$ cat config.mk
export PLATFORM = sky130hd
export DESIGN_NAME = prdw_walker
export DESIGN_NICKNAME = d
export VERILOG_FILES = /design/src/rtl/prdw_pkg.sv /design/src/rtl/prdw_size_dec.sv /design/src/rtl/prdw_locate.sv /design/src/rtl/prdw_seg_reg.sv /design/src/rtl/prdw_walker.sv
export SDC_FILE = /design/constraint.sdc
export NUM_CORES = 1
export LEC_CHECK = 0
export BUFFER_PORTS_ARGS = -buffer_cell sky130_fd_sc_hd__buf_2
export CAP_MARGIN = 15
export CORE_MARGIN = 5
export CORE_UTILIZATION = 63
export CTS_CLUSTER_DIAMETER = 30
export CTS_CLUSTER_SIZE = 25
export DETAILED_ROUTE_END_ITERATION = 10
export GPL_ROUTABILITY_DRIVEN = 0
export PLACE_DENSITY = 0.88
export SYNTH_ARGS = -nofsm -noshare
export SYNTH_HDL_FRONTEND = slang
export SYNTH_SLANG_ARGS = --single-unit
$ cat constraint.sdc
create_clock -name clk_i -period 8.6 [get_ports clk_i]
set_clock_uncertainty 0.15 [all_clocks]
set_input_delay 1.72 -clock clk_i [delete_from_list [all_inputs] [get_ports clk_i]]
set_output_delay 1.72 -clock clk_i [all_outputs]
set_load 0.03 [all_outputs]
$ cat src/rtl/prdw_pkg.sv
package prdw_pkg;
  typedef enum logic [1:0] {
    ST_IDLE  = 2'd0,
    ST_SEEK  = 2'd1,
    ST_EMIT  = 2'd2,
    ST_DRAIN = 2'd3
  } walk_st_e;

  localparam logic [31:0] TOTAL_LIMIT = 32'h7FFF_FFFF;
endpackage

$ cat src/rtl/prdw_size_dec.sv
module prdw_size_dec #(
  parameter int SIZE_W = 22
) (
  input  logic [31:0]     flags_i,
  output logic [SIZE_W:0] bytes_o
);
  // size field is stored minus one
  assign bytes_o = {1'b0, flags_i[SIZE_W-1:0]} + {{SIZE_W{1'b0}}, 1'b1};
endmodule

$ cat src/rtl/prdw_locate.sv
module prdw_locate #(
  parameter int OFF_W  = 32,
  parameter int SIZE_W = 22,
  localparam int ACC_W = OFF_W + 2
) (
  input  logic [OFF_W-1:0] offset_i,
  input  logic [ACC_W-1:0] sum_i,
  input  logic [SIZE_W:0]  size_i,
  output logic             hit_o,
  output logic [SIZE_W:0]  pos_o,
  output logic [SIZE_W:0]  rem_o
);
  logic [ACC_W-1:0] end_w, pos_w;

  assign end_w = sum_i + ACC_W'(size_i);
  assign hit_o = ACC_W'(offset_i) <= end_w;
  assign pos_w = ACC_W'(offset_i) - sum_i;
  assign pos_o = pos_w[SIZE_W:0];
  assign rem_o = size_i - pos_o;
endmodule

$ cat src/rtl/prdw_seg_reg.sv
module prdw_seg_reg #(
  parameter int ADDR_W = 64,
  parameter int LEN_W  = 23
) (
  input  logic              clk_i,
  input  logic              rst_ni,
  input  logic              load_i,
  input  logic [ADDR_W-1:0] addr_i,
  input  logic [LEN_W-1:0]  len_i,
  input  logic              ready_i,
  output logic              valid_o,
  output logic [ADDR_W-1:0] addr_o,
  output logic [LEN_W-1:0]  len_o,
  output logic              space_o
);
  assign space_o = !valid_o || ready_i;

  always_ff @(posedge clk_i or negedge rst_ni) begin
    if (!rst_ni) begin
      valid_o <= 1'b0;
      addr_o  <= '0;
      len_o   <= '0;
    end else if (load_i) begin
      valid_o <= 1'b1;
      addr_o  <= addr_i;
      len_o   <= len_i;
    end else if (ready_i) begin
      valid_o <= 1'b0;
    end
  end
endmodule

$ cat src/rtl/prdw_walker.sv
module prdw_walker
  import prdw_pkg::*;
#(
  parameter int ADDR_W = 64,
  parameter int SIZE_W = 22,
  parameter int OFF_W  = 32,
  parameter int CNT_W  = 16,
  localparam int ACC_W = OFF_W + 2
) (
  input  logic              clk_i,
  input  logic              rst_ni,
  input  logic              start_i,
  input  logic [OFF_W-1:0]  offset_i,
  input  logic [CNT_W-1:0]  count_i,
  output logic              busy_o,
  input  logic              desc_valid_i,
  output logic              desc_ready_o,
  input  logic [ADDR_W-1:0] desc_addr_i,
  input  logic [31:0]       desc_flags_i,
  output logic              seg_valid_o,
  input  logic              seg_ready_i,
  output logic [ADDR_W-1:0] seg_addr_o,
  output logic [SIZE_W:0]   seg_len_o,
  output logic              done_o,
  output logic              err_o,
  output logic [ACC_W-1:0]  total_o
);
  localparam logic [ACC_W-1:0] LIMIT = ACC_W'(TOTAL_LIMIT);

  walk_st_e          st_q;
  logic [OFF_W-1:0]  off_q;
  logic [CNT_W-1:0]  cnt_q, idx_q;
  logic [ACC_W-1:0]  sum_q, tot_q, tot_nx;
  logic              err_q, fin_q;

  logic [SIZE_W:0]   dsz, pos, rem;
  logic              hit, space, acc, last;
  logic              load;
  logic [ADDR_W-1:0] ld_addr;
  logic [SIZE_W:0]   ld_len;

  prdw_size_dec #(.SIZE_W(SIZE_W)) u_dec (
    .flags_i (desc_flags_i),
    .bytes_o (dsz)
  );

  prdw_locate #(.OFF_W(OFF_W), .SIZE_W(SIZE_W)) u_loc (
    .offset_i (off_q),
    .sum_i    (sum_q),
    .size_i   (dsz),
    .hit_o    (hit),
    .pos_o    (pos),
    .rem_o    (rem)
  );

  prdw_seg_reg #(.ADDR_W(ADDR_W), .LEN_W(SIZE_W + 1)) u_seg (
    .clk_i   (clk_i),
    .rst_ni  (rst_ni),
    .load_i  (load),
    .addr_i  (ld_addr),
    .len_i   (ld_len),
    .ready_i (seg_ready_i),
    .valid_o (seg_valid_o),
    .addr_o  (seg_addr_o),
    .len_o   (seg_len_o),
    .space_o (space)
  );

  assign busy_o       = (st_q != ST_IDLE);
  assign desc_ready_o = ((st_q == ST_SEEK) || (st_q == ST_EMIT)) && space;
  assign acc          = desc_valid_i && desc_ready_o;
  assign last         = (idx_q == cnt_q - CNT_W'(1));
  assign tot_nx       = tot_q + ACC_W'(dsz);

  always_comb begin
    load    = 1'b0;
    ld_addr = desc_addr_i;
    ld_len  = dsz;
    if (acc && (st_q == ST_SEEK) && hit) begin
      load    = 1'b1;
      ld_addr = desc_addr_i + ADDR_W'(pos);
      ld_len  = rem;
    end else if (acc && (st_q == ST_EMIT) && (tot_nx <= LIMIT)) begin
      load    = 1'b1;
    end
  end

  always_ff @(posedge clk_i or negedge rst_ni) begin
    if (!rst_ni) begin
      st_q  <= ST_IDLE;
      off_q <= '0;
      cnt_q <= '0;
      idx_q <= '0;
      sum_q <= '0;
      tot_q <= '0;
      err_q <= 1'b0;
      fin_q <= 1'b0;
    end else begin
      fin_q <= 1'b0;
      unique case (st_q)
        ST_IDLE: if (start_i) begin
          off_q <= offset_i;
          cnt_q <= count_i;
          idx_q <= '0;
          sum_q <= '0;
          tot_q <= '0;
          err_q <= (count_i == '0);
          st_q  <= (count_i == '0) ? ST_DRAIN : ST_SEEK;
        end
        ST_SEEK: if (acc) begin
          idx_q <= idx_q + CNT_W'(1);
          if (hit) begin
            tot_q <= ACC_W'(rem);
            st_q  <= last ? ST_DRAIN : ST_EMIT;
          end else begin
            sum_q <= sum_q + ACC_W'(dsz);
            if (last) begin
              err_q <= 1'b1;
              st_q  <= ST_DRAIN;
            end
          end
        end
        ST_EMIT: if (acc) begin
          idx_q <= idx_q + CNT_W'(1);
          if (tot_nx > LIMIT) begin
            err_q <= 1'b1;
            st_q  <= ST_DRAIN;
          end else begin
            tot_q <= tot_nx;
            if (last) st_q <= ST_DRAIN;
          end
        end
        ST_DRAIN: if (space) begin
          fin_q <= 1'b1;
          st_q  <= ST_IDLE;
        end
        default: st_q <= ST_IDLE;
      endcase
    end
  end

  assign done_o  = fin_q && !err_q;
  assign err_o   = fin_q && err_q;
  assign total_o = tot_q;
endmodule

* Word level (Yosys, flattened, before mapping)
Cells that the tools add are included.
** Storage, ports and cells
- Bits of input ports :: 149
- Memory bits (read-only) :: 0
- Bits in writable memories :: 0
- Memories kept :: 0
- Bits in registers :: 224
- Latch bits :: 0
** Operators by class
- Shift operators :: 0
- Bitwise gates (word level) :: 0
- Add/subtract/negate cells :: 8
- Mux-type cells :: 37
- Equality and inequality tests :: 14
- Reductions and logical operators :: 26
- Div/mod/pow operators :: 0
- Magnitude comparators :: 3
- $mul :: 0
** Operators with widths (count)
- $mux 34 :: 7
- $pmux 34 s3 :: 1
- $add 34x23->34 :: 2
- $pmux 34 s2 :: 1
- $add 64x23->64 :: 1
- $mux 64 :: 1
- $sub 23x23->23 :: 2
- $gt 34x31->1 const B :: 1
- $le 32x34->1 :: 1
- $le 34x31->1 const B :: 1
- $mux 16 :: 2
- $pmux 16 s2 :: 1
- $add 22x1->23 const B :: 1
- $mux 23 :: 1
- $add 16x1->16 const B :: 1
- $eq 16x16->1 :: 1
- $logic_not 16->1 :: 1
- $mux 2 :: 8
- $ne 2x2->1 const B :: 8
- $sub 16x1->16 const B :: 1
- $mux 1 :: 13
- $logic_and 1x1->1 :: 8
- $pmux 2 s4 :: 1
- $reduce_and 4->1 :: 2
- other kinds (14) :: 21

* Longest topological paths before layout
- Word-level depth :: 9
- Mapped depth :: 30
- Mapped depth without buffers :: 27

* Modules after synthesis
From an unflattened synthesis, not the netlist that was laid out.
** Second synthesis, totals
- Cell total of the unflattened synthesis :: 2114
- Area, all modules :: 19082.1 µm²
** Modules (own cells, without submodules)
- prdw_walker :: area an instance 11185.7 µm², cells an instance 1309, instances 1, sequential area each 3403.3 µm²
- prdw_locate :: area an instance 4124.0 µm², cells an instance 559, instances 1, sequential area each 0.0 µm²
- prdw_seg_reg :: area an instance 3340.7 µm², cells an instance 187, instances 1, sequential area each 2202.1 µm²
- prdw_size_dec :: area an instance 431.7 µm², cells an instance 59, instances 1, sequential area each 0.0 µm²

* Worst setup path before layout
Ideal clock, no wire load.
- Path type :: input port to flip-flop
- Start point :: in desc_flags_i[0]
- End point :: reg u_seg.addr_o[62]
- Stages :: 30
- Arrival :: 7.102 ns
- Setup slack :: 1.211 ns
- Setup time :: 0.137 ns
- Data required time :: 8.313 ns
- Cells stage by stage :: ha_1 nand2_1 nor2_1 and2_1 nor3b_1 xor2_1 ha_1 nand3_1 or2_1 o21bai_1 a22oi_2 o2111ai_2 nand2_1 and3_1 clkbuf_1 and3_1 xnor2_1 ha_1 a21o_1 a21o_1 a2111oi_0 a21oi_1 o22ai_1 a32oi_1 nor4b_4 buf_4 buf_4 nor4b_2 xnor2_1 a21oi_1
** Between the ends
- Cells in the longest elaborated chain, start to end :: 6
** Ends and longest elaborated chain
- from (decl) :: RTL line prdw_walker.sv:19 : input logic [31:0] desc_flags_i,
- $add 22x1->23 * :: RTL line prdw_size_dec.sv:8 : assign bytes_o = {1'b0, flags_i[SIZE_W-1:0]} + {{SIZE_W{1'b0}}, 1'b1};
- $add 34x23->34 :: RTL line prdw_walker.sv:73 : assign tot_nx = tot_q + ACC_W'(dsz);
- $le 34x31->1 :: RTL line prdw_walker.sv:83 : end else if (acc && (st_q == ST_EMIT) && (tot_nx <= LIMIT)) begin
- $logic_and 1x1->1 :: RTL line prdw_walker.sv:83
- $mux 1 :: RTL line prdw_walker.sv:83
- $mux 1 :: RTL line prdw_walker.sv:79 : if (acc && (st_q == ST_SEEK) && hit) begin
- to (signal assigned) :: RTL line prdw_seg_reg.sv:25 : addr_o <= addr_i;
- to (decl) :: RTL line prdw_seg_reg.sv:12 : output logic [ADDR_W-1:0] addr_o,
Mark *: on every way between the ends. The rest lies on a longest branch, timed or not.
A chain may end at the register's enable or synchronous reset.

* Final worst setup path
- Start point :: in desc_flags_i[0]
- End point :: reg u_seg.addr_o[42]
The elaborated chain is that of the path after synthesis.

==> qor.yml <==
detailed_routing:
  viasPerCell: 6.39
  routed_wl_um: 55300
  drc_errors: 0
  first_iter_violations: 1775
  antenna_left: 0
  dr_total_vias: 17200
  firstDrtPassIters: 6
  wl_per_cell_um: 20.5
timing:
  fin_crit_sh_pct: 96.0
  holdWs_ns: 0.345
  fmax_ghz: 0.121
  tightestPinTransition_ns: 0.870
  setup_violations: 0
  timing_hold_violations_final: 0
  slew_viol_final: 0
  max_slew_margin_pct: 42.0
  min_period_ns: 8.25
  rsz0062_at_grt: "false"
worst_hold_path:
  hold_class: "reg2reg"
  min_to: "u_seg.addr_o[1]"
  min-delay-start: "u_seg.addr_o[1]"
  hold_path_depth: 1
cts:
  cts.path.max_buffers: 3
  clk_latency_ns: 0.57
  cts-buffers-inserted: 55
  clock-sinks: 224
  cts-root-buf: "clkbuf_16"
  hold_buffers: 0
  cts_tree: "yes"
  cts_setup_buffers: 0
  cts.clk_slew.worst_paths_ns: 0.05
  htreeDepth: 2
setup_path:
  cp-end-kind: "flop"
  cp.required_ns: 8.89
  path_max_fanout: 50
  crit_slowest_cell: "nor4b_4"
  ff2ff_path_depth: 25
  rrSetupSlack_ns: 2.13
  r2r-end: "u_seg.addr_o[42]"
  critPathArrivalTime_ns: 8.54
  r2r_start: "sum_q[0]"
  max_stage_delay_ns: 0.60
  worstSetupStartpointType: "primary input"
  worstSetupPathType: "in2reg"
global_route:
  gr-total-overflow: 0
  grtUsageMet3_pct: 6.62
  globalRouteMet1Util_pct: 40.2
  grt_util_met2_pct: 56.5
  grt_pass1_vias: 17400
  busiest_layer: "met2"
  grt_antenna_before_repair: 0
  grt_max_degree: 82
  grtUsageTotal_pct: 34.0
  grt_pass1_wl_um: 86900
logic_synthesis:
  synth_area_um2: 17500
  synth_seq_cells: 224
  syn-num-nets: 2278
  yosysSeqAreaShare_pct: 31.9
  synthTopCellsByArea: "dfrtp_1, ha_1, xnor2_1, a21oi_1, xor2_1"
  async_flop_share_pct: 100
  synth_top_cell_by_area: "dfrtp_1"
  synth-main-ff-cell: "dfrtp_1"
  synth_edf_count: 0
  synth_area_per_cell_um2: 8.91
  syn_inst: 1970
  yosysWarnings: 0
  synth_cell_type_count: 91
  synth_top_area_share_pct: 31.9
layout:
  nets: 2580
  final_common_cell: "buf_2"
  fillCellCount: 1786
  final_cell_mix: "buf_2, dfrtp_1, nand2_1"
  drive_above_1_share_pct: 21.8
  areaGrowthSynthToFinish_pct: 22.5
  fin_util_pct: 77.8
  fin_area_um2: 21500
floorplan:
  rows: 61
  pin_count: 275
  die_area_um2: 31300
  die_w_um: 177
  initial_utilization_pct: 63.5
  coreArea_um2: 27600
  chipHeight_um: 177
run:
  maxCapViolCount: 0
placed_design:
  dpl-instance-area_um2: 19500
  io_buffers: 264
  place_hpwl_um: 39800
run_status:
  status: "complete, no violations"
## how the worst max path moves through the flow
stage                             endpoint  cells after the start       startpoint
after floorplan           u_seg.addr_o[62]                     30  desc_flags_i[0]
after global placement           sum_q[23]                     29  desc_flags_i[0]
after detailed placement         sum_q[23]                     29  desc_flags_i[0]
after CTS                        sum_q[23]                     29  desc_flags_i[0]
after global routing      u_seg.addr_o[45]                     30  desc_flags_i[0]
final                     u_seg.addr_o[42]                     30  desc_flags_i[0]
## logic make-up (layout without fill, tap and decap cells)
family / Yosys count / in the layout / share of synthesized area [%]
other: 0 / 1 / 0
xor gates and xnor gates: 191 / 191 / 9.53
and+or+nand+nor: 611 / 611 / 17.6
muxes: 97 / 97 / 5.89
buffers and inverters: 159 / 508 / 3.76
AOI/OAI and AO/OA: 529 / 529 / 19.8
adders and majority gates: 159 / 159 / 11.6
DFF: 224 / 224 / 31.9
## worst max-delay path, delay by kind of cell
kind                     cells  cell delay, ns
XOR/XNOR                     2            0.52
AO/OA/AOI/OAI                9            1.62
AND/OR/NAND/NOR             12            2.86
adder cells (fa/ha/maj)      3            0.90
buffers and inverters        4            0.84
## flip-flops by register name, summed over array words and instances, names as in the netlist
signal,cells
u_seg.len_o,23
idx_q,16
u_seg.addr_o,64
fin_q,1
u_seg.valid_o,1
sum_q,34
cnt_q,16
err_q,1
off_q,32
total_o,34
st_q,2
## layer usage
layer | vias up | part of all wire, % | routed length [um]
met2 | 974 | 47 | 26200
met5 | - | 0 | 0
met1 | 8197 | 37 | 20400
met3 | 266 | 8.6 | 4760
li1 | 7800 | - | -
met4 | 0 | 6.9 | 3830
## Yosys cell counts (35+ instances only)
cell	n
a21o_1	49
a21oi_1	154
and3_1	35
clkbuf_1	35
dfrtp_1	224
ha_1	154
inv_1	96
mux2_2	49
mux2i_1	47
nand2_1	167
nand3_1	75
nor2_1	145
o21ai_0	67
o21ai_1	48
xnor2_1	114
xor2_1	77
## through the flow
stage	cells	setup TNS [ns]	setup WS (ns)
floorplan	1970	0	1.21
global placement	2591	0	0.116
detailed placement	2591	-0.00610	-0.00610
CTS	2695	0	0.481
global route	2697	0	0.0911
finish	2698	0	0.347
## final cells by class
cell class | count | area [um^2] | area share [%]
Clock inverter | 36 | 445 | 2.07
Sequential cell | 224 | 5610 | 26.1
Clock buffer | 68 | 1520 | 7.05
Antenna cell | 1 | 2.50 | 0.0116
Tap cell | 378 | 473 | 2.20
Inverter | 96 | 360 | 1.68
Timing Repair Buffer | 308 | 1780 | 8.29
Multi-Input combinational cell | 1587 | 11300 | 52.6
## repair_timing
item / 4_1_cts / 5_1_grt
setup endpoints to repair: 0 / 38
endpoints found under the hold margin: 0 / 0
resized for setup: 0 / 2
Power is left out: the tool's default activity adds up to more than one toggle a clock period on the data nets, which glitch-free logic cannot reach.
